<file path="src/rtl/stride_pf_pkg.sv">
// Shared types for the stride prefetcher.
// Assumes: nothing beyond IEEE 1800-2017 packages.
package stride_pf_pkg;
    typedef enum logic [1:0] {
        ST_INIT   = 2'd0,
        ST_TRANS  = 2'd1,
        ST_STEADY = 2'd2,
        ST_NOPRED = 2'd3
    } pf_state_e;
endpackage

</file>
<file path="src/rtl/stride_table.sv">
// Direct-mapped record store: combinational lookup by program counter,
// synchronous write of the looked-up record.
// Assumes: a write always targets the record selected by lk_pc in the same cycle.
module stride_table
    import stride_pf_pkg::*;
#(
    parameter int PC_W    = 32,
    parameter int ADDR_W  = 32,
    parameter int IDX_W   = 4,
    parameter int IDX_LSB = 2
) (
    input  logic              clk,
    input  logic              rst_n,
    input  logic [PC_W-1:0]   lk_pc,
    output logic              lk_hit,
    output logic [ADDR_W-1:0] lk_prev,
    output logic [ADDR_W-1:0] lk_stride,
    output pf_state_e         lk_state,
    input  logic              wr_en,
    input  logic [ADDR_W-1:0] wr_prev,
    input  logic [ADDR_W-1:0] wr_stride,
    input  pf_state_e         wr_state
);
    localparam int TAG_W = PC_W - IDX_W - IDX_LSB;
    localparam int DEPTH = 1 << IDX_W;

    logic [IDX_W-1:0] idx;
    logic [TAG_W-1:0] tag;

    logic              vld_q    [DEPTH];
    logic [TAG_W-1:0]  tag_q    [DEPTH];
    logic [ADDR_W-1:0] prev_q   [DEPTH];
    logic [ADDR_W-1:0] stride_q [DEPTH];
    pf_state_e         state_q  [DEPTH];

    // Split the program counter into index and tag fields.
    always_comb begin
        idx = lk_pc[IDX_LSB +: IDX_W];
        tag = lk_pc[PC_W-1 -: TAG_W];
    end

    // Read the selected record and compare its tag.
    always_comb begin
        lk_hit    = vld_q[idx] && (tag_q[idx] == tag);
        lk_prev   = prev_q[idx];
        lk_stride = stride_q[idx];
        lk_state  = state_q[idx];
    end

    for (genvar i = 0; i < DEPTH; i++) begin : g_rec
        // Record i: cleared on reset, rewritten when selected by a write.
        always_ff @(posedge clk) begin
            if (!rst_n) begin
                vld_q[i]    <= 1'b0;
                tag_q[i]    <= '0;
                prev_q[i]   <= '0;
                stride_q[i] <= '0;
                state_q[i]  <= ST_INIT;
            end else if (wr_en && (idx == IDX_W'(i))) begin
                vld_q[i]    <= 1'b1;
                tag_q[i]    <= tag;
                prev_q[i]   <= wr_prev;
                stride_q[i] <= wr_stride;
                state_q[i]  <= wr_state;
            end
        end
    end
endmodule

</file>
<file path="src/rtl/stride_fsm.sv">
// Confidence machine for one record: judges the new address and returns
// the record's next contents plus the prefetch decision.
// Assumes: purely combinational; inputs come from a lookup in the same cycle.
module stride_fsm
    import stride_pf_pkg::*;
#(
    parameter int ADDR_W = 32
) (
    input  logic              hit,
    input  pf_state_e         cur_state,
    input  logic [ADDR_W-1:0] cur_prev,
    input  logic [ADDR_W-1:0] cur_stride,
    input  logic [ADDR_W-1:0] addr,
    output logic              correct,
    output pf_state_e         nxt_state,
    output logic [ADDR_W-1:0] nxt_stride,
    output logic              issue
);
    logic [ADDR_W-1:0] diff;

    // Compare the address with the prediction and form the new difference.
    always_comb begin
        diff    = addr - cur_prev;
        correct = hit && (addr == cur_prev + cur_stride);
    end

    // Next state and stride; allocation on a miss.
    always_comb begin
        nxt_state  = cur_state;
        nxt_stride = cur_stride;
        if (!hit) begin
            nxt_state  = ST_INIT;
            nxt_stride = '0;
        end else begin
            unique case (cur_state)
                ST_INIT: begin
                    if (correct) nxt_state = ST_STEADY;
                    else begin nxt_state = ST_TRANS;  nxt_stride = diff; end
                end
                ST_TRANS: begin
                    if (correct) nxt_state = ST_STEADY;
                    else begin nxt_state = ST_NOPRED; nxt_stride = diff; end
                end
                ST_STEADY: begin
                    if (!correct) nxt_state = ST_INIT;
                end
                ST_NOPRED: begin
                    if (correct) nxt_state = ST_TRANS;
                    else nxt_stride = diff;
                end
                default: nxt_state = ST_INIT;
            endcase
        end
    end

    // Issue only on a confirmed, non-zero stride.
    always_comb begin
        issue = correct && (nxt_state == ST_STEADY) && (cur_stride != '0);
    end
endmodule

</file>
<file path="src/rtl/pf_issue.sv">
// Output stage: registers the prefetch request one cycle after the observation.
// Assumes: fire is already qualified by the observation strobe.
module pf_issue #(
    parameter int ADDR_W = 32
) (
    input  logic              clk,
    input  logic              rst_n,
    input  logic              fire,
    input  logic [ADDR_W-1:0] base,
    input  logic [ADDR_W-1:0] step,
    output logic              pf_valid,
    output logic [ADDR_W-1:0] pf_addr
);
    // Hold the pulse for one cycle and the target address until the next issue.
    always_ff @(posedge clk) begin
        if (!rst_n) begin
            pf_valid <= 1'b0;
            pf_addr  <= '0;
        end else begin
            pf_valid <= fire;
            if (fire) pf_addr <= base + step;
        end
    end
endmodule

</file>
<file path="src/rtl/stride_prefetcher.sv">
// Top: per-load stride prefetcher. Looks up the record of each observed load,
// advances its confidence machine and issues a prefetch one stride ahead.
// Assumes: at most one observed load per cycle; synchronous active-low reset.
module stride_prefetcher
    import stride_pf_pkg::*;
#(
    parameter int PC_W    = 32,
    parameter int ADDR_W  = 32,
    parameter int IDX_W   = 4,
    parameter int IDX_LSB = 2
) (
    input  logic              clk,
    input  logic              rst_n,
    input  logic              obs_valid,
    input  logic [PC_W-1:0]   obs_pc,
    input  logic [ADDR_W-1:0] obs_addr,
    output logic              pf_valid,
    output logic [ADDR_W-1:0] pf_addr
);
    logic              lk_hit;
    logic [ADDR_W-1:0] lk_prev;
    logic [ADDR_W-1:0] lk_stride;
    pf_state_e         lk_state;
    logic              lk_correct;
    pf_state_e         nx_state;
    logic [ADDR_W-1:0] nx_stride;
    logic              nx_issue;
    logic              fire;

    stride_table #(
        .PC_W(PC_W), .ADDR_W(ADDR_W), .IDX_W(IDX_W), .IDX_LSB(IDX_LSB)
    ) u_table (
        .clk(clk), .rst_n(rst_n), .lk_pc(obs_pc),
        .lk_hit(lk_hit), .lk_prev(lk_prev), .lk_stride(lk_stride), .lk_state(lk_state),
        .wr_en(obs_valid), .wr_prev(obs_addr), .wr_stride(nx_stride), .wr_state(nx_state)
    );

    stride_fsm #(.ADDR_W(ADDR_W)) u_fsm (
        .hit(lk_hit), .cur_state(lk_state), .cur_prev(lk_prev), .cur_stride(lk_stride),
        .addr(obs_addr), .correct(lk_correct), .nxt_state(nx_state),
        .nxt_stride(nx_stride), .issue(nx_issue)
    );

    // Qualify the issue decision with the observation strobe.
    always_comb fire = obs_valid && nx_issue;

    pf_issue #(.ADDR_W(ADDR_W)) u_issue (
        .clk(clk), .rst_n(rst_n), .fire(fire), .base(obs_addr), .step(lk_stride),
        .pf_valid(pf_valid), .pf_addr(pf_addr)
    );
endmodule

</file>
<file path="config.mk">
export PLATFORM = sky130hd
export DESIGN_NAME = stride_prefetcher
export DESIGN_NICKNAME = d
export VERILOG_FILES = /design/src/rtl/stride_pf_pkg.sv /design/src/rtl/stride_table.sv /design/src/rtl/stride_fsm.sv /design/src/rtl/pf_issue.sv /design/src/rtl/stride_prefetcher.sv
export SDC_FILE = /design/constraint.sdc
export NUM_CORES = 2
export LEC_CHECK = 0
export BUFFER_PORTS_ARGS = -buffer_cell sky130_fd_sc_hd__buf_2
export CAP_MARGIN = 15
export CORE_MARGIN = 1
export CORE_UTILIZATION = 35
export CTS_BUF_LIST = sky130_fd_sc_hd__clkbuf_16
export CTS_CLUSTER_DIAMETER = 200
export CTS_CLUSTER_SIZE = 8
export DETAILED_ROUTE_END_ITERATION = 8
export PLACE_DENSITY_LB_ADDON = 0.08
export SKIP_CTS_REPAIR_TIMING = 1
export SYNTH_ARGS = -nofsm -noshare
export SYNTH_HDL_FRONTEND = slang
export SYNTH_SLANG_ARGS = --single-unit
</file>
<file path="constraint.sdc">
create_clock -name clk -period 22 [get_ports clk]
set_clock_uncertainty 0.15 [all_clocks]
set_input_delay 2.2 -clock clk [delete_from_list [all_inputs] [get_ports clk]]
set_output_delay 2.2 -clock clk [all_outputs]
set_load 0.05 [all_outputs]
</file>
After elaboration in Yosys (flattened, before gate mapping)
Memories as Yosys holds them, arrays and structs flattened.
Index checks and enable logic that the tools add are counted.
{"block": "totals", "reg_bits": 33, "latch_bits": 0, "mem_bits_rw": 1488, "rom_bits": 0, "inputBits": 67, "output_inout_bits": 33, "word_cells": 274, "memories": 5}
{"block": "classes", "addsub": 3, "multipliers": 0, "div_mod_pow": 0, "order_cmp": 0, "eq_ne": 21, "shift": 0, "muxes": 138, "bitwise": 80, "reduce_logical": 25}
{"name": "u_table.prev_q", "words": 16, "word_bits": 32, "read_ports": 1, "rd_ports_with_merged_regs": 0, "write_ports": 16, "line_no": "stride_table.sv:32", "source": "logic [ADDR_W-1:0] prev_q [DEPTH];"}
{"name": "u_table.stride_q", "words": 16, "word_bits": 32, "read_ports": 1, "rd_ports_with_merged_regs": 0, "write_ports": 16, "line_no": "stride_table.sv:33", "source": "logic [ADDR_W-1:0] stride_q [DEPTH];"}
{"name": "u_table.tag_q", "words": 16, "word_bits": 26, "read_ports": 1, "rd_ports_with_merged_regs": 0, "write_ports": 16, "line_no": "stride_table.sv:31", "source": "logic [TAG_W-1:0] tag_q [DEPTH];"}
{"name": "u_table.state_q", "words": 16, "word_bits": 2, "read_ports": 1, "rd_ports_with_merged_regs": 0, "write_ports": 16, "line_no": "stride_table.sv:34", "source": "pf_state_e state_q [DEPTH];"}
{"name": "u_table.vld_q", "words": 16, "word_bits": 1, "read_ports": 1, "rd_ports_with_merged_regs": 0, "write_ports": 16, "line_no": "stride_table.sv:30", "source": "logic vld_q [DEPTH];"}
{"cell": "two-way mux 32 bit", "n": 35}
{"cell": "two-way mux 26 bit", "n": 16}
{"cell": "OR 1 bit", "n": 80}
{"cell": "two-way mux 1 bit", "n": 66}
{"cell": "adder 32 bit", "n": 2}
{"cell": "two-way mux 2 bit", "n": 20}
{"cell": "equality test 32 bit", "n": 1}
{"cell": "equality test 4 bit, second input constant", "n": 8}
{"cell": "nonzero test 32 bit", "n": 1}
{"cell": "subtractor 32 bit", "n": 1}
{"cell": "equality test 26 bit", "n": 1}
{"cell": "logical AND 1 bit", "n": 21}
{"cell": "equality test 4 x 3 -> 1 bit, second input constant", "n": 4}
{"cell": "equality test 4 x 2 -> 1 bit, second input constant", "n": 2}
{"cell": "one-hot mux 2 bit (4 select lines)", "n": 1}
{"cell": "equality test 2 bit, second input constant", "n": 3}
{"cell": "equality test 4 x 1 -> 1 bit, second input constant", "n": 1}
{"cell": "logical NOT 4 bit", "n": 1}
{"cell": "OR reduction 3 bit", "n": 1}
{"cell": "equality test 2 x 1 -> 1 bit, second input constant", "n": 1}
{"cell": "logical NOT 2 bit", "n": 1}

Logic depth before layout (Yosys ltp)
An unclocked memory read counts as a cell.
{"block": "logic_depth", "depth_word": 11, "mapped_depth": 29, "ltp_nobuf": 16}

Hierarchy
Synthesis repeated with hierarchy kept, for this count alone.
{"block": "unflattened", "hier_cells": 5177, "hier_area_um2": 74904.3}
{"module": "stride_table", "instances": 1, "cells_per_inst": 4019, "area_per_inst_um2": 66719.0}
{"module": "stride_fsm", "instances": 1, "cells_per_inst": 792, "area_per_inst_um2": 5267.6}
{"module": "pf_issue", "instances": 1, "cells_per_inst": 365, "area_per_inst_um2": 2911.5}
{"module": "stride_prefetcher", "instances": 1, "cells_per_inst": 1, "area_per_inst_um2": 6.3}

Worst setup path after synthesis
No wires, ideal clock.
{"block": "synth_timing", "kind": "input to register", "start": "input port obs_pc[3]", "end": "memory u_table.prev_q[7][0] (enable)", "setup_time_ps": 673, "arrival_time_ps": 11202, "required_time_ps": 21177, "setup_slack_ps": 9975, "cell_stages": 12, "n_path_buf": 10, "cell_sequence": "buf_2 buf_2 buf_4 buf_4 buf_4 buf_2 buf_2 clkbuf_1 clkbuf_1 nand3_1 clkbuf_1 o21ai_0"}
{"item": "start: declaration", "line_no": "stride_prefetcher.sv:15", "source": "input logic [PC_W-1:0] obs_pc,"}
{"item": "end: declaration", "line_no": "stride_table.sv:32"}

==> parameters.txt <==
Parameter                              Value

Power and ir drop
  Leakage power total ... 28.57 nW
  Max VDD drop ... 0.08502 mV
  Logic pwr share ... 16.0%
  Clock network fraction of total power ... 39.0%
  Power per cell area ... 89.81 mW/mm²
  Switch Pwr ... 2.104 mW
  P_int ... 5.393 mW
  Switching share of power ... 28.06%
  Sequential share of power ... 44.9%
  Power after layout ... 7.497 mW

Clocking
  Root Buffer Master ... sky130_fd_sc_hd__clkbuf_16
  TritonCTS clock tree ... built
  Number of clock sinks ... 1521
  H-tree Lvls ... 4
  Number of buffers between clock root and the deepest sink ... 3
  Source-to-sink clock delay at the later pin of the worst-skew pair ... 0.85 ns
  Inserted Clock Buffers ... 208
  Clk pin slew, worst setup/hold paths ... 0.05 ns

STA
  Clock period minus final worst setup slack ... 11.35 ns
  Slew Limit Headroom ... 22.09%
  Count of pins over their slew limit ... 0
  Maximum operating frequency ... 88.10 MHz
  Period utilisation layout ... 51.59%
  Hold Vio Cnt, Final ... 0
  Setup TNS ... 0 ns
  Unrepaired setup endpoints after global routing ... no
  Worst Tran Pin Value ... 1.161 ns
  Count of final setup violators ... 0

Place
  Post-Place Cells ... 7769
  Weighted congestion reported at the end of routability-driven placement ... 0.8792
  Post-DP HPWL ... 140400 µm
  Port Buffer Count ... 97

Min path
  Hold/Removal Path Class ... flip-flop to flip-flop

Synth
  Total nets after synthesis ... 5407
  Yosys warning total ... 0
  Share of the synthesized area in the top cell type ... 60.02%
  Post-Synthesis Cell Area ... 0.07439 mm²
  Library cell occupying the most area in the post-synthesis netlist ... sky130_fd_sc_hd__edfxtp_1
  Cells taking the most area after synthesis ... sky130_fd_sc_hd__edfxtp_1 60%, sky130_fd_sc_hd__mux4_2 13%, sky130_fd_sc_hd__and2_1 5.5%, sky130_fd_sc_hd__a21oi_1 3.5%, sky130_fd_sc_hd__nor3_1 2.6%
  Sequential element share of the synthesized area ... 60.94%
  Number of synthesized register bits ... 1521
  EDFF count, synth ... 1487
  Main synth FF type ... sky130_fd_sc_hd__edfxtp_1
  Number of different library cells in the post-synthesis netlist ... 92
  Gate count of the mapped netlist ... 5244
  Post-synthesis average cell area ... 14.19 µm²
  Ys async rst share ... 0%

GRT
  Global route overflow ... 0
  Largest net degree at the start of global routing ... 83
  Number of global-route vias before repair ... 47448
  Number of antenna violations at the first check in global routing ... 18
  Wire length of the first global-routing pass ... 364600 µm
  Total global routing track utilization ... 23.68%

Route
  First-pass detailed-route iteration total ... 5
  Total vias in the final route ... 46286
  Via-per-instance ratio ... 5.737
  Remaining antenna violation count after routing ... 0
  DRC marker count from the first detailed-route iteration ... 4496
  DRC ... 0
  Routed len/inst ... 31.80 µm
  Post-Route WL ... 256500 µm

Finish
  Area growth from synthesis to final layout ... 12.22%
  Number of nets in the final layout ... 5338
  Most common library cell in the layout ignoring fill and taps ... sky130_fd_sc_hd__edfxtp_1
  Post-Layout Cell Count ... 8068
  Commonest cells after routing, fill and taps aside ... 1487 x sky130_fd_sc_hd__edfxtp_1, 659 x sky130_fd_sc_hd__and2_1, 520 x sky130_fd_sc_hd__a21oi_1
  Fraction of final layout cells with drive strength greater than 1 ... 19.14%

Setup path
  CP max stage delay ... 0.87 ns
  Data arrival time at the worst-slack endpoint ... 11.86 ns
  Setup slack on the worst flop-to-flop path ... 14.46 ns
  Startpoint types ... input port
  Worst setup path class ... input port to flip-flop
  Data required time of the critical path ... 22.51 ns
  Crit path buf inv count ... 5
  Critical-path cell list ... buf_8 -> buf_12 -> buf_4 -> buf_4 -> mux4_2 -> mux4_2 -> ha_1 -> nand4_1 -> nor2b_1 -> mux2_4 -> or4b_1 -> or3_1 -> or4_1 -> nor4_1 -> nand4_1 -> nor2_4 -> buf_4 -> o21ai_1 -> a21oi_1
  Cell type group with the largest total delay on the critical path ... buffers and inverters
  Slowest cell on the critical path ... sky130_fd_sc_hd__buf_4
  Most common cell type on the critical path ... sky130_fd_sc_hd__buf_4
  CP Capture Type ... flip-flop
  Critical path fanouts, max ... 73

Floorplanning
  Die ar. ... 0.2144 mm²
  X dimension of the die ... 463.0 µm
  Initial core utilization ... 35.36%
  Count of boundary I/O pins ... 100
  Core ar. ... 0.2104 mm²
  Vertical die dimension ... 463.0 µm
  FP Rows ... 168

Run status
  Result of the run ... finished, final reports clean

Job
  Max-Cap Viols ... 0
## worst register-to-register path, stage by stage (launching register included)
cell and delay, ns:
sky130_fd_sc_hd__edfxtp_1 0.37, sky130_fd_sc_hd__mux4_2 0.48, sky130_fd_sc_hd__mux4_2 0.65, sky130_fd_sc_hd__ha_1 0.56
sky130_fd_sc_hd__a21oi_1 0.20, sky130_fd_sc_hd__o21ai_2 0.27, sky130_fd_sc_hd__mux2_4 0.35, sky130_fd_sc_hd__or4b_1 0.46
sky130_fd_sc_hd__or3_1 0.37, sky130_fd_sc_hd__or4_1 0.53, sky130_fd_sc_hd__nor4_1 0.27, sky130_fd_sc_hd__nand4_1 0.26
sky130_fd_sc_hd__nor2_4 0.78, sky130_fd_sc_hd__buf_4 0.76, sky130_fd_sc_hd__o21ai_1 0.59, sky130_fd_sc_hd__a21oi_1 0.31
## flip-flops by register name, indices dropped and copies added (netlist names)
register and flops:
u_table.prev_q 512, u_table.stride_q 512, u_table.tag_q 416, u_issue.pf_addr 32
u_table.state_q 32, u_table.vld_q 16, u_issue.pf_valid 1
## metrics by stage
stage	area [µm²]	hold slack, ns	utilization, %	setup slack, ns
after global routing	83460	0.3163	39.66	9.930
after floorplan	74390	0.2858	-	9.975
after detailed placement	77720	0.2966	36.94	9.595
final	83480	0.3015	39.67	10.65
after global placement	77700	0.2944	36.93	9.613
after CTS	83440	0.3040	39.66	10.48
## power by group through the flow
| stage | combinational (mW) | sequential (mW) | clock [mW] |
|---|---|---|---|
| 6_report | 1.20 | 3.37 | 2.93 |
| 5_1_grt | 1.28 | 3.38 | 3.09 |
| 4_1_cts | 1.21 | 3.37 | 2.98 |
| 3_5_place_dp | 1.20 | 3.43 | 0 |
| 3_3_place_gp | 1.20 | 3.42 | 0 |
| 2_1_floorplan | 0.791 | 3.44 | 0 |
## Yosys cell counts (32+ instances only)
cell type and count:
sky130_fd_sc_hd__a21o_1 36, sky130_fd_sc_hd__a21oi_1 520, sky130_fd_sc_hd__and2_1 659, sky130_fd_sc_hd__buf_1 32
sky130_fd_sc_hd__buf_2 94, sky130_fd_sc_hd__clkbuf_1 329, sky130_fd_sc_hd__dfxtp_1 34, sky130_fd_sc_hd__edfxtp_1 1487
sky130_fd_sc_hd__ha_1 93, sky130_fd_sc_hd__inv_1 65, sky130_fd_sc_hd__mux2i_1 100, sky130_fd_sc_hd__mux4_2 417
sky130_fd_sc_hd__nand2_1 154, sky130_fd_sc_hd__nand3_1 37, sky130_fd_sc_hd__nor2_1 111, sky130_fd_sc_hd__nor3_1 386
sky130_fd_sc_hd__o21ai_0 84, sky130_fd_sc_hd__xnor2_1 74, sky130_fd_sc_hd__xor2_1 34
## area by class of cell
cell class	count	area (µm²)
Timing Repair Buffer	209	1440
Inverter	77	296.5
Multi-Input combinational cell	3158	27150
Fill cell	19556	126900
Clock inverter	76	485.5
Tap cell	2805	3510
Clock buffer	209	5230
Antenna cell	13	32.53
Sequential cell	1521	45330
## cell families (layout without fill, tap and decap cells)
family,after synthesis,in the layout,synth area share (%)
other,0,13,0
AOI/OAI and AO/OA,899,899,7.222
buffers and inverters,565,571,3.226
DFF,1521,1521,60.94
adders and majority gates,96,96,1.645
xor gates and xnor gates,110,110,1.324
and+or+nand+nor,1515,1515,11.35
muxes,538,538,14.29
## layer usage
layer	track usage [%]	wire length, µm	up-vias
li1	-	-	20042
met1	32.33	112200	24464
met2	39.82	125500	1463
met5	0	13	-
met3	2.965	12640	315
met4	6.086	6167	2
## path summary, 6_finish.rpt
kind / depth (start not counted) / endpoint / from
max: 19 / u_table.stride_q[8][20] / obs_pc[2]
min: 2 / u_issue.pf_addr[3] / u_issue.pf_addr[3]
max reg2reg: 15 / u_table.stride_q[8][20] / u_table.stride_q[6][23]
min reg2reg: 2 / u_issue.pf_addr[3] / u_issue.pf_addr[3]
(Power assumes the default switching activity.)
